### src/rtl/conv_result_pkg.sv
package conv_result_pkg;

  // Strobes from the control half to the datapath half.
  typedef struct packed {
    logic visFromIn;     // load visible pair from incoming result
    logic visFromShadow; // load visible pair from shadow register
    logic shadowLoad;    // capture incoming result into shadow
  } holdCtrl_t;

endpackage

### src/rtl/conv_result_ctrl.sv
module conv_result_ctrl
  import conv_result_pkg::*;
(
  input  logic      clk,
  input  logic      rstN,
  input  logic      resValid,
  input  logic      rdLo,
  input  logic      rdHi,
  output holdCtrl_t ctrl,
  output logic      locked,
  output logic      shadowFull
);

  logic release_;
  logic lockNext;
  logic shadowNext;

  // A high-byte read only releases a pair that a low-byte read locked.
  assign release_ = locked && rdHi;

  always_comb begin
    ctrl = '0;
    // Direct load is allowed when unlocked or at the release edge, but never
    // in the cycle that the low byte is being read (it would tear the pair).
    ctrl.visFromIn     = resValid && !rdLo && (!locked || release_);
    ctrl.shadowLoad    = resValid && !ctrl.visFromIn;
    ctrl.visFromShadow = release_ && shadowFull && !resValid;
  end

  always_comb begin
    lockNext = locked;
    if (rdLo) begin
      lockNext = 1'b1;
    end else if (release_) begin
      lockNext = 1'b0;
    end
  end

  always_comb begin
    shadowNext = shadowFull;
    if (release_) begin
      shadowNext = 1'b0;
    end else if (ctrl.shadowLoad) begin
      shadowNext = 1'b1;
    end
  end

  always_ff @(posedge clk) begin
    if (!rstN) begin
      locked     <= 1'b0;
      shadowFull <= 1'b0;
    end else begin
      locked     <= lockNext;
      shadowFull <= shadowNext;
    end
  end

endmodule

### src/rtl/conv_result_data.sv
module conv_result_data
  import conv_result_pkg::*;
#(
  parameter int RES_W = 10,
  parameter int BUS_W = 8
) (
  input  logic             clk,
  input  logic             rstN,
  input  holdCtrl_t        ctrl,
  input  logic [RES_W-1:0] resData,
  input  logic             leftAdj,
  input  logic             rdLo,
  input  logic             rdHi,
  output logic [BUS_W-1:0] rdData,
  output logic [RES_W-1:0] visRes,
  output logic [RES_W-1:0] shadowRes
);

  localparam int PACK_W = 2 * BUS_W;
  localparam int PAD_W  = PACK_W - RES_W;

  logic [PACK_W-1:0] rightWord;
  logic [PACK_W-1:0] leftWord;
  logic [PACK_W-1:0] packWord;

  // Result storage: visible pair and one-deep shadow.
  always_ff @(posedge clk) begin
    if (!rstN) begin
      visRes <= '0;
    end else if (ctrl.visFromIn) begin
      visRes <= resData;
    end else if (ctrl.visFromShadow) begin
      visRes <= shadowRes;
    end
  end

  always_ff @(posedge clk) begin
    if (!rstN) begin
      shadowRes <= '0;
    end else if (ctrl.shadowLoad) begin
      shadowRes <= resData;
    end
  end

  // Packing into the two bus-wide registers.
  generate
    if (PAD_W > 0) begin : g_pad
      assign rightWord = {{PAD_W{1'b0}}, visRes};
      assign leftWord  = rightWord << PAD_W;
    end else begin : g_nopad
      assign rightWord = visRes;
      assign leftWord  = visRes;
    end
  endgenerate

  assign packWord = leftAdj ? leftWord : rightWord;

  always_comb begin
    rdData = '0;
    if (rdLo) begin
      rdData = packWord[BUS_W-1:0];
    end else if (rdHi) begin
      rdData = packWord[PACK_W-1:BUS_W];
    end
  end

endmodule

### src/rtl/conv_result_hold.sv
module conv_result_hold
  import conv_result_pkg::*;
#(
  parameter int RES_W = 10,
  parameter int BUS_W = 8
) (
  input  logic             clk,
  input  logic             rstN,
  input  logic             resValid,
  input  logic [RES_W-1:0] resData,
  input  logic             leftAdj,
  input  logic             rdLo,
  input  logic             rdHi,
  output logic [BUS_W-1:0] rdData
);

  holdCtrl_t        ctrl;
  logic             locked;
  logic             shadowFull;
  logic [RES_W-1:0] visRes;
  logic [RES_W-1:0] shadowRes;

  conv_result_ctrl u_ctrl (
    .clk        (clk),
    .rstN       (rstN),
    .resValid   (resValid),
    .rdLo       (rdLo),
    .rdHi       (rdHi),
    .ctrl       (ctrl),
    .locked     (locked),
    .shadowFull (shadowFull)
  );

  conv_result_data #(
    .RES_W (RES_W),
    .BUS_W (BUS_W)
  ) u_data (
    .clk       (clk),
    .rstN      (rstN),
    .ctrl      (ctrl),
    .resData   (resData),
    .leftAdj   (leftAdj),
    .rdLo      (rdLo),
    .rdHi      (rdHi),
    .rdData    (rdData),
    .visRes    (visRes),
    .shadowRes (shadowRes)
  );

endmodule

### config.mk
export PLATFORM = sky130hd
export DESIGN_NAME = conv_result_hold
export DESIGN_NICKNAME = d
export VERILOG_FILES = /design/src/rtl/conv_result_pkg.sv /design/src/rtl/conv_result_ctrl.sv /design/src/rtl/conv_result_data.sv /design/src/rtl/conv_result_hold.sv
export SDC_FILE = /design/constraint.sdc
export NUM_CORES = 1
export LEC_CHECK = 0
export BUFFER_PORTS_ARGS = -buffer_cell sky130_fd_sc_hd__buf_2
export CAP_MARGIN = 0
export CELL_PAD_IN_SITES_DETAIL_PLACEMENT = 0
export CELL_PAD_IN_SITES_GLOBAL_PLACEMENT = 1
export CORE_ASPECT_RATIO = 0.75
export CORE_UTILIZATION = 34
export DETAILED_ROUTE_END_ITERATION = 7
export PLACE_DENSITY = 0.68
export RECOVER_POWER = 50
export SYNTH_ARGS = -nofsm -noshare
export SYNTH_HDL_FRONTEND = slang
export SYNTH_SLANG_ARGS = --single-unit
export TNS_END_PERCENT = 100
### constraint.sdc
create_clock -name clk -period 1.8 [get_ports clk]
set_clock_uncertainty 0.15 [all_clocks]
set_input_delay 0.18 -clock clk [delete_from_list [all_inputs] [get_ports clk]]
set_output_delay 0.18 -clock clk [all_outputs]
set_load 0.01 [all_outputs]
# [After elaboration in Yosys (flattened, before gate mapping)]
# Cells that the tools add are included.
[totals] input_bits=16 output_inout_bits=8 mem_count=0 ram_bits=0 latchBits=0 word_cells=26 rom_bits=0 register_bits=22
[op_classes] n_reduce_logical=14 multipliers=0 div=0 n_shift=0 n_eq_ne=0 mux=7 order_cmp=0 addsub=0 bitwise_logic=1
[op_table] op="two-way mux 10 bit" n=2
[op_table] op="two-way mux 16 bit" n=1
[op_table] op="two-way mux 8 bit" n=2
[op_table] op="logical AND 1 bit" n=6
[op_table] op="zero test 1 bit" n=4
[op_table] op="nonzero test 2 bit" n=2
[op_table] op="two-way mux 1 bit" n=2
[op_table] op="OR reduction 2 bit" n=1
[op_table] op="logical OR 1 bit" n=1
[op_table] op="inverter 1 bit" n=1

# [Logic depth before layout (Yosys ltp)]
# Gate-level depths: netlist (run 1).
[logic_depth] depth_word=5 ltp_mapped=5 ltp_nobuf=4

# [Hierarchy]
# Synthesis (run 1) repeated with hierarchy kept, for this count alone.
[unflattened] cells_unflattened=106 area_unflattened_um2=1151.1
[by_module_without_submodules] module="conv_result_data" seq_area_each_um2=400.4 cells_per_inst=95 area_each_um2=1051.0 n_inst=1
[by_module_without_submodules] module="conv_result_ctrl" seq_area_each_um2=40.0 cells_per_inst=11 area_each_um2=100.1 n_inst=1

# [Least setup slack after synthesis (run 1)]
# Ideal clock, no wire load.
[synth_timing] path_type="register to register" from="reg u_ctrl.locked" to="reg u_data.visRes[0]" required_time_ns=1.528 setup_slack_ns=0.426 period_less_slack_ns=1.374 setup_time_ns=0.122 path_buffers=1 path_stages_with_launch=6 arrival_ns=1.102 cell_sequence="dfxtp_1 > nor2b_2 > or3b_4 > buf_6 > o21ai_1 > a31oi_1"
[synth_between] elab_chain_cells=4 word_cells_on_any_way=8 cone_classes="mux (1); reduce/logical (7)"
[synth_rtl] item="from (decl)" line="conv_result_ctrl.sv:10" rtl="output logic locked,"
[synth_rtl] item="from (signal assigned)" line="conv_result_ctrl.sv:53" rtl="locked <= lockNext;"
[synth_rtl] item="zero test 1 bit / logical AND 1 bit (equally long branches)" line="conv_result_ctrl.sv:25, conv_result_ctrl.sv:19"
[synth_rtl] item="logical OR 1 bit / logical AND 1 bit (equally long branches)" line="conv_result_ctrl.sv:25, conv_result_ctrl.sv:27"
[synth_rtl] item="logical AND 1 bit, on equally long branches" line="conv_result_ctrl.sv:25, conv_result_ctrl.sv:27"
[synth_rtl] item="two-way mux 10 bit / nonzero test 2 bit (equally long branches)"
[synth_rtl] item="to (signal assigned)" line="conv_result_data.sv:31" rtl="visRes <= resData;"
[synth_rtl] item="to (signal assigned)" line="conv_result_data.sv:33" rtl="visRes <= shadowRes;"
[synth_rtl] item="to (decl)" line="conv_result_data.sv:15" rtl="output logic [RES_W-1:0] visRes,"
# Several ways; a longest one is shown, not always the timed one.
# A chain may end at the register's enable or synchronous reset.

# [Worst setup path after layout (run 1)]
# Same ends and word-level chain as after synthesis.

==> metrics.md, run 1 <==
| Metric | Value |
|---|---|
| Worst Path Required | `1.79 ns` |
| Final #Nets | `166` |
| Pleak | `0.503 nW` |
| Fillcell total | `~320` |
| Yosys warnings | `0` |
| Worst setup EP type | `flop` |
| Core area | `roughly 3000 um2` |
| Area contributors post-synth | `dfxtp_1, nand2_1, mux2i_1` |
| Max stage delay on crit path | `approximately 0.50 ns` |
| GR Util All Layers | `15.3%` |
| Power Density | `around 800 nW/um2` |
| VDD IR max | `about 340 uV` |
| Reg2Reg Depth | `4` |
| Clk sinks | `22` |
| Largest area contributor in the netlist | `dfxtp_1` |
| Setup Viol. Count Final | `0` |
| Worst relative slew slack | `74.3%` |
| CP max FO | `20` |
| DR vias/cell | `4.89` |
| Final hold vios | `0` |
| Wire length of the first global-routing pass | `3.82 mm` |
| Setup bufs post-CTS | `0` |
| Port buffer count | `23` |
| Setup TNS | `0 ns` |
| Clk_lat worst skew | `between 0.2 and 0.3 ns` |
| Final GP Congestion | `roughly 0.8` |
| Syn Area/Cell | `~8.3 um2` |
| Num CTS Buffers | `3` |
| RSZ-0062 raised after global routing | `no` |
| Area of the multi-input gates | `568 um2` |
| Slew Viols, Final | `0` |
| Height of the die | `50.9 um` |
| Largest net degree at the start of global routing | `23` |
| GR Overflow Total | `0` |
| Die width | `between 60 and 70 um` |
| Root buf cell | `clkbuf_8` |
| DR vias | `slightly above 900` |
| Most frequent cells in the layout | `nand2_1, dfxtp_1, buf_2` |
| Clk slew on worst S/H paths | `0.08 ns` |
| Sequential fraction of the synthesis area | `about two fifths` |
| Initial antenna violation count | `0` |
| Routed WL per cell | `12.3 um` |
| Critical Path Start | `u_ctrl.locked` |
| Fmax | `slightly below 0.7 GHz` |
| Gates resized, CTS repair | `0` |
| CP max-delay cell | `or3b_4` |
| WP buf/inv | `0` |
| Share of the synthesized area in the top cell type | `about two fifths` |
| WP data arrival | `approximately 1.5 ns` |
| Initial Util | `between 30% and 40%` |
| Initial DRC Count | `18` |
| Startpoint types | `flop` |
| Max Root-Sink Buffers | `2` |
| Fraction of layout cells with a size suffix above 1 | `between 20% and 30%` |
| Cts hold-fix bufs | `0` |
| Final WL | `about 2.3 mm` |
| Synth Register Bits | `22` |
| Reg area | `approximately 440 um2` |
| Primary FF master, synth | `dfxtp_1` |
| Worst hold path class | `in -> reg` |
| Yosys cell types | `22` |
| Die area | `3420 um2` |
| Clock period minus worst slack | `1.48 ns` |
| Outcome | `completed` |
| Kind of critical path | `reg -> reg` |
| Worst reg-to-reg setup slack | `about 0.32 ns` |
| Final antenna-violating net count | `0` |
| DRC | `0` |
| Worst Setup EP | `u_data.visRes[0]` |
| Vias in the first global route | `around 810` |
| Max Cap Viol | `0` |
| Number of enable flip-flop cells after synthesis | `0` |
| Hold-critical path depth | `3` |
| Async set-reset flop share out of synthesis | `0%` |
| Final period util | `around 82%` |
| Worst Tran Pin Value | `between 0.3 and 0.4 ns` |
| Reg-to-reg endpoint | `u_data.visRes[0]` |
| Syn_nets | `about 150` |
| H-tree Lvls | `1` |
| Worst path cell trace | `nor2b_1 -> or3b_4 -> o21ai_1 -> a31oi_1` |
| Top delay family on crit path | `simple AND/OR/NAND/NOR gates` |
| Ant. Diodes | `0` |
| Syn Inst Count | `130` |
| Setup WS post-layout | `~0.32 ns` |
| Row cnt | `17` |
| Commonest non-fill, non-tap cell in the layout | `nand2_1` |
| Drt pass-1 iters | `4` |
| CTS tree | `built` |
| Dpl ws | `about 0.33 ns` |
| Critical R2R Launch | `u_ctrl.locked` |
| Worst path depth | `4` |
| Post-Syn Area | `approximately 1100 um2` |
| Area growth from synthesis to layout | `13.2%` |
| I/O pins | `24` |
## worst min path at each step
stage	from	endpoint
finish	resData[2]	u_data.shadowRes[2]
global route	resData[2]	u_data.shadowRes[2]
CTS	resData[5]	u_data.shadowRes[5]
floorplan	rstN	u_data.visRes[0]
global placement	u_ctrl.shadowFull	u_ctrl.shadowFull
detailed placement	resData[6]	u_data.shadowRes[6]
## stage by stage
| step | total power, mW | util [%] | instances | cell area, um2 | hold WS [ns] |
|---|---|---|---|---|---|
| 6_report | 0.980 | 41.2 | 186 | 1230 | 0.0434 |
| 5_1_grt | 1.03 | 41.2 | 186 | 1230 | 0.0472 |
| 4_1_cts | 0.994 | 41.4 | 186 | 1230 | 0.0412 |
| 3_5_place_dp | 0.695 | 40.0 | 183 | 1190 | 0.310 |
| 3_3_place_gp | 0.692 | 40.0 | 183 | 1190 | 0.298 |
| 2_1_floorplan | 0.653 | - | 130 | 1080 | 0.172 |
## report_power, final
group / switching, mW / internal, mW / leakage, nW
registers: 0.0184 / 0.518 / 0.181
clock network: 0.150 / 0.149 / 0.0216
logic: 0.0791 / 0.0653 / 0.300
total: 0.248 / 0.732 / 0.503
## area by class of cell
type                            instances  area share, %
Multi-Input combinational cell         97           46.3
Inverter                                1          0.306
Tap cell                               38           3.88
Clock buffer                            3           3.37
Timing Repair Buffer                   25           10.2
Sequential cell                        22           35.9
## sequential cells by signal, summed over array words and instances (netlist names)
signal             count
u_data.shadowRes      10
u_ctrl.shadowFull      1
u_data.visRes         10
u_ctrl.locked          1
## tightest hold or removal path: stages
cell and delay [ns]:
buf_2 0.09, mux2i_1 0.06, nor2b_1 0.09
## layer usage
metal	routed length [um]	global-route usage (%)	vias to the layer above
met2	985	23.3	21
met5	0	0	-
met4	25	6.38	0
met1	1170	19.9	400
li1	-	-	485
met3	115	4.69	4
## cell usage after synthesis (2+ instances only)
cell       n
nor2b_1   10
mux2_2     2
buf_4      2
o21ai_1   12
dfxtp_1   22
a31oi_1   10
o22ai_1    6
clkbuf_1   4
nand2_1   36
buf_6      3
mux2i_1   12
## kinds of logic (layout without fill, tap and decap cells)
| logic type | Yosys count | in the layout | share of synthesized area, % |
|---|---|---|---|
| flip-flops | 22 | 22 | 40.6 |
| AND/OR/NAND/NOR | 52 | 52 | 22.7 |
| AO/OA/AOI/OAI | 31 | 31 | 16.7 |
| multiplexers | 14 | 14 | 13.2 |
| buffers and inverters | 11 | 29 | 6.70 |
Note: power is estimated with default switching activity, not from simulation.
==> run 2: changes to the inputs <==
- PLACE_DENSITY: 0.68 -> 0.7
- clock period: 1.8 -> 1.3 ns (I/O delays scaled with it)
==> metrics.md, run 2 (synthesized netlist as in run 1, its figures left out) <==
| Metric | Value |
|---|---|
| Fmax | `a little over 0.7 GHz` |
| Startpoint types | `flop (unchanged)` |
| DR vias/cell | `4.99 (was 4.89)` |
| Area growth from synthesis to layout | `43.9% (was 13.2%)` |
| Worst relative slew slack | `76.8% (was 74.3%)` |
| Setup Viol. Count Final | `22 (was 0)` |
| Num CTS Buffers | `3 (unchanged)` |
| Clock period minus worst slack | `approximately 1.4 ns` |
| Final GP Congestion | `0.749 (was 0.796)` |
| Worst setup EP type | `primary output (was flop)` |
| CP max FO | `3 (was 20)` |
| Outcome | `complete, but fails checks (was completed)` |
| Fraction of layout cells with a size suffix above 1 | `43.0% (was 20.9%)` |
| Internal Pwr Total | `1.15 mW (was 732 uW)` |
| Setup TNS | `-1.62 ns (was 0 ns)` |
| Final hold vios | `0 (unchanged)` |
| RSZ-0062 raised after global routing | `yes (was no)` |
| Ant. Diodes | `0 (unchanged)` |
| CTS tree | `built (unchanged)` |
| Total power draw | `1.54 mW (was 980 uW)` |
| H-tree Lvls | `1 (unchanged)` |
| Drt pass-1 iters | `4 (unchanged)` |
| Worst Path Required | `1.02 ns (was 1.79 ns)` |
| Power Density | `986 nW/um2 (was 799 nW/um2)` |
| Clk_lat worst skew | `0.26 ns (about the same)` |
| Hold slack final | `0.0151 ns (was 0.0434 ns)` |
| Port buffer count | `23 (unchanged)` |
| Kind of critical path | `reg -> out (was reg -> reg)` |
| Worst Tran Pin Value | `0.347 ns (was 0.385 ns)` |
| Die width | `67.2 um (unchanged)` |
| Initial Util | `36.4% (unchanged)` |
| Part of the power in combinational logic | `19.3% (was 14.7%)` |
| Setup WS post-layout | `-0.0968 ns (was 0.317 ns)` |
| Largest registers | `u_data.shadowRes x10, u_data.visRes x10 (unchanged)` |
| Worst hold path class | `in -> reg (unchanged)` |
| VDD IR max | `730 uV (was 343 uV)` |
| Slew Viols, Final | `0 (unchanged)` |
| Clk sinks | `22 (unchanged)` |
| WP data arrival | `1.12 ns (was 1.47 ns)` |
| Failing checks | `negative setup slack` |
| Core area | `2980 um2 (unchanged)` |
| Psw | `388 uW (was 248 uW)` |
| Final WL | `2.76 mm (was 2.29 mm)` |
| Routed WL per cell | `13.2 um (was 12.3 um)` |
| I/O pins | `24 (unchanged)` |
| Pleak | `0.670 nW (was 0.503 nW)` |
| Vias in the first global route | `926 (was 807)` |
| GR Util All Layers | `16.7% (was 15.3%)` |
| Wire length of the first global-routing pass | `4.23 mm (was 3.82 mm)` |
| Clock power share | `32.1% (was 30.5%)` |
| Initial antenna violation count | `0 (unchanged)` |
| Final antenna-violating net count | `0 (unchanged)` |
| GR Overflow Total | `0 (unchanged)` |
| Fillcell total | `285 (was 318)` |
| Clk slew on worst S/H paths | `0.08 ns (about the same)` |
| Initial DRC Count | `18 (unchanged)` |
| Commonest non-fill, non-tap cell in the layout | `nand2_1 (unchanged)` |
| Max Cap Viol | `0 (unchanged)` |
| DR vias | `1048 (was 910)` |
| Final #Nets | `189 (was 166)` |
| DRC | `0 (unchanged)` |
| Die area | `3420 um2 (unchanged)` |
| Flop pwr share | `48.7% (was 54.7%)` |
| Sw frac | `25.3% (about the same)` |
| DP Wirelength | `roughly 1.7 mm` |
| Max Root-Sink Buffers | `2 (unchanged)` |
| Height of the die | `50.9 um (unchanged)` |
| Final period util | `107%` |
| Most frequent cells in the layout | `nand2_1, buf_2, mux2i_1 (was nand2_1, dfxtp_1, buf_2)` |
| Largest net degree at the start of global routing | `23 (unchanged)` |
| Root buf cell | `clkbuf_8 (unchanged)` |
| Row cnt | `17 (unchanged)` |
==> run 2: per-stage QoR <==
stage | setup WS [ns] | instance area (um2) | utilization, % | std cells
after floorplan | -0.0612 | 1090 | - | 130
after global placement | -0.0993 | 1260 | 42.4 | 190
after detailed placement | -0.115 | 1260 | 42.4 | 190
after CTS | -0.0974 | 1480 | 49.6 | 206
after global routing | -0.179 | 1560 | 52.4 | 210
final | -0.0968 | 1560 | 52.4 | 210
==> run 2: worst paths after layout <==
path                                          start                  end  slack [ns]  depth (start not counted)
worst max register to register        u_ctrl.locked  u_data.shadowRes[8]       -0.09                          6
worst min register to register  u_data.shadowRes[1]     u_data.visRes[1]        0.32                          2
worst max-delay path               u_data.visRes[6]            rdData[6]        -0.1                          4
worst min-delay path                     resData[8]  u_data.shadowRes[8]        0.02                          3
==> run 2: power by group through the flow <==
stage	Combinational [mW]	Sequential (mW)	Clock, mW
after floorplan	0.155	0.751	0
after global placement	0.223	0.758	0
after detailed placement	0.227	0.759	0
after CTS	0.270	0.745	0.509
after global routing	0.329	0.753	0.533
final	0.296	0.748	0.493
==> run 2: area by class of cell <==
class | count | area, um2 | share of cell area, %
clock buffers | 4 | 55.1 | 3.53
inverters | 1 | 3.75 | 0.241
multi-input cells | 98 | 657 | 42.1
well taps | 38 | 47.5 | 3.05
repair buffers | 47 | 342 | 21.9
flip-flops and latches | 22 | 454 | 29.1
==> run 2: what timing repair did <==
item                                    CTS  global route
pin swaps                                 5             2
hold endpoints to repair                  9             0
resized for setup                        15            20
endpoints found under the setup margin   27            28
buffers inserted                          3             2
cloned                                    0             2
hold buffers                              9             0
==> run 2: critical path, cell delays in order (launching register included) <==
cell and delay, ns:
dfxtp_2 0.34, mux2_4 0.27, nand2_2 0.07, o21ai_2 0.05
buf_2 0.13
==> run 2: metal layers <==
metal,routed length (um),track usage [%]
met2,1230,25.8
met1,1370,22.8
met5,0,0
met3,110,4.02
met4,51,5.32
==> run 3: changes to the inputs <==
- CORE_UTILIZATION: 34 -> 30
- PLACE_DENSITY: 0.7 -> 0.63
==> metrics.md, run 3 (synthesized netlist as in run 1, its figures left out) <==
| Metric | Value |
|---|---|
| Drt pass-1 iters | `6 (was 4)` |
| Core area | `3380 um2 (was 2980 um2)` |
| Final period util | `108% (was 107%)` |
| Placed Area | `1260 um2 (about the same)` |
| Initial antenna violation count | `0 (unchanged)` |
| Final antenna-violating net count | `0 (unchanged)` |
| Met3 WL | `113 um (was 110 um)` |
| Num CTS Buffers | `3 (unchanged)` |
| Vias in the first global route | `840 (was 926)` |
| Reg-to-reg endpoint | `u_data.shadowRes[7] (was u_data.shadowRes[8])` |
| DR vias | `1028 (was 1048)` |
| VDD IR max | `478 uV (was 730 uV)` |
| Root buf cell | `clkbuf_8 (unchanged)` |
| Largest net degree at the start of global routing | `23 (unchanged)` |
| Port buffer count | `23 (unchanged)` |
| Post-layout util | `47.0% (was 52.4%)` |
| Initial DRC Count | `21 (was 18)` |
| GR Util All Layers | `14.1% (was 16.7%)` |
| RSZ-0062 raised after global routing | `yes (unchanged)` |
| Clk_lat worst skew | `0.27 ns (was 0.26 ns)` |
| Slew Viols, Final | `0 (unchanged)` |
| CTS tree | `built (unchanged)` |
| Startpoint types | `flop (unchanged)` |
| Worst setup EP type | `primary output (unchanged)` |
| H-tree Lvls | `1 (unchanged)` |
| Max Cap Viol | `0 (unchanged)` |
| Dpl ws | `-0.113 ns (was -0.115 ns)` |
| Wire length of the first global-routing pass | `4.03 mm (was 4.23 mm)` |
| Failing checks | `design-rule violations, negative hold slack, negative setup slack (was negative setup slack)` |
| I/O pins | `24 (unchanged)` |
| DP Wirelength | `1.77 mm (was 1.67 mm)` |
| Met2 wire len | `1.23 mm (unchanged)` |
| CP max FO | `2 (was 3)` |
| Fin area | `1590 um2 (was 1560 um2)` |
| Fraction of layout cells with a size suffix above 1 | `41.9% (was 43.0%)` |
| Area growth from synthesis to layout | `46.4% (was 43.9%)` |
| Metal-1 WL | `1.58 mm (was 1.37 mm)` |
| Worst Path Required | `1.02 ns (about the same)` |
| Row cnt | `18 (was 17)` |
| Outcome | `complete, but fails checks (unchanged)` |
| DRC | `4 (was 0)` |
| Post-Place Cells | `191 (was 190)` |
| Top Metal Used | `met4 (unchanged)` |
| Fillcell total | `339 (was 285)` |
| Max Root-Sink Buffers | `2 (unchanged)` |
| Final WL | `2.96 mm (was 2.76 mm)` |
| WP data arrival | `1.13 ns (was 1.12 ns)` |
| Final hold vios | `1 (was 0)` |
| Worst Setup EP | `rdData[6] (unchanged)` |
| Total power draw | `1.70 mW (was 1.54 mW)` |
| Worst Tran Pin Value | `0.336 ns (was 0.347 ns)` |
| Worst relative slew slack | `77.6% (was 76.8%)` |
| Pleak | `0.683 nW (was 0.670 nW)` |
| Clk slew on worst S/H paths | `0.09 ns (was 0.08 ns)` |
| Reg area | `455 um2 (was 454 um2)` |
| Initial Util | `32.1% (was 36.4%)` |
| Hold slack final | `-0.00289 ns (was 0.0151 ns)` |
| Largest registers | `u_data.shadowRes x10, u_data.visRes x10 (unchanged)` |
| Commonest non-fill, non-tap cell in the layout | `nand2_1 (unchanged)` |
| Final GP Congestion | `0.756 (was 0.749)` |
| Routed WL per cell | `14.0 um (was 13.2 um)` |
| Critical R2R Launch | `u_ctrl.locked (unchanged)` |
| Worst hold path class | `in -> reg (unchanged)` |
| DR vias/cell | `4.85 (was 4.99)` |
| Reg2Reg Depth | `6 (unchanged)` |
| Power Density | `1070 nW/um2 (was 986 nW/um2)` |
| Setup WS post-layout | `-0.110 ns (was -0.0968 ns)` |
| Critical Path Start | `u_data.visRes[6] (unchanged)` |
| Die width | `71.4 um (was 67.2 um)` |
| Area of the multi-input gates | `657 um2 (unchanged)` |
| Fmax | `0.709 GHz (was 0.716 GHz)` |
| Clk sinks | `22 (unchanged)` |
| Clock period minus worst slack | `1.41 ns (was 1.40 ns)` |
| Ant. Diodes | `0 (unchanged)` |
| Height of the die | `54.0 um (was 50.9 um)` |
| Final #Nets | `189 (unchanged)` |
| Kind of critical path | `reg -> out (unchanged)` |
| Post-Layout Cell Count | `212 (was 210)` |
| Setup TNS | `-1.57 ns (was -1.62 ns)` |
| GR Overflow Total | `0 (unchanged)` |
| Worst reg-to-reg setup slack | `-0.08 ns (was -0.09 ns)` |
| Setup Viol. Count Final | `23 (was 22)` |
| Die area | `3860 um2 (was 3420 um2)` |
| Most frequent cells in the layout | `nand2_1, buf_2, o21ai_1, dfxtp_1, mux2i_1 (was nand2_1, buf_2, mux2i_1)` |
run 3: changes by cell type in the layout (fill, tap and decap cells not counted), sizes merged:
| cell | previous run | this run |
|---|---|---|
| bufinv | 0 | 1 |
| clkbuf | 4 | 3 |
run 3: per-layer routing:
layer	vias to the layer above	GRT usage, %
li1	534	-
met1	467	19.9
met2	22	21.3
met3	5	2.25
met4	0	6.00
met5	-	0
run 3: worst max-delay path: stages, from the launching register on:
cell and delay, ns:
dfxtp_2 0.35, mux2_4 0.27, nand2_2 0.06, o21ai_1 0.05, buf_2 0.14
run 3: cell type report:
class	count	area share, %
timing repair buffer	47	22.0
clock buffer	3	2.60
multi-input combinational	98	41.4
tap	40	3.15
clock inverter	1	1.89
sequential	22	28.7
inverter	1	0.237
run 3: report_power, final:
| group | switching (mW) | total (mW) | internal [mW] |
|---|---|---|---|
| clock network | 0.235 | 0.646 | 0.412 |
| logic | 0.143 | 0.304 | 0.162 |
| registers | 0.0322 | 0.752 | 0.720 |
| total | 0.409 | 1.70 | 1.29 |
run 3: worst min-delay path by stage:
stage | start | end | slack (ns) | cells after the start
after floorplan | rstN | u_data.visRes[0] | 0.12 | 2
after global placement | resData[8] | u_data.shadowRes[8] | 0.26 | 3
after detailed placement | resData[8] | u_data.shadowRes[8] | 0.26 | 3
after CTS | resData[7] | u_data.shadowRes[7] | 0.007 | 3
after global routing | resData[7] | u_data.shadowRes[7] | 0.04 | 3
final | resData[7] | u_data.shadowRes[7] | -0.003 | 3
run 3: timing repair:
item / in CTS / in global routing
cloned: 0 / 2
resized for setup: 13 / 23
setup buffers: 4 / 2
hold endpoints to repair: 9 / 0
hold buffers: 9 / 0
pin swaps: 3 / 8
endpoints found under the setup margin: 26 / 28
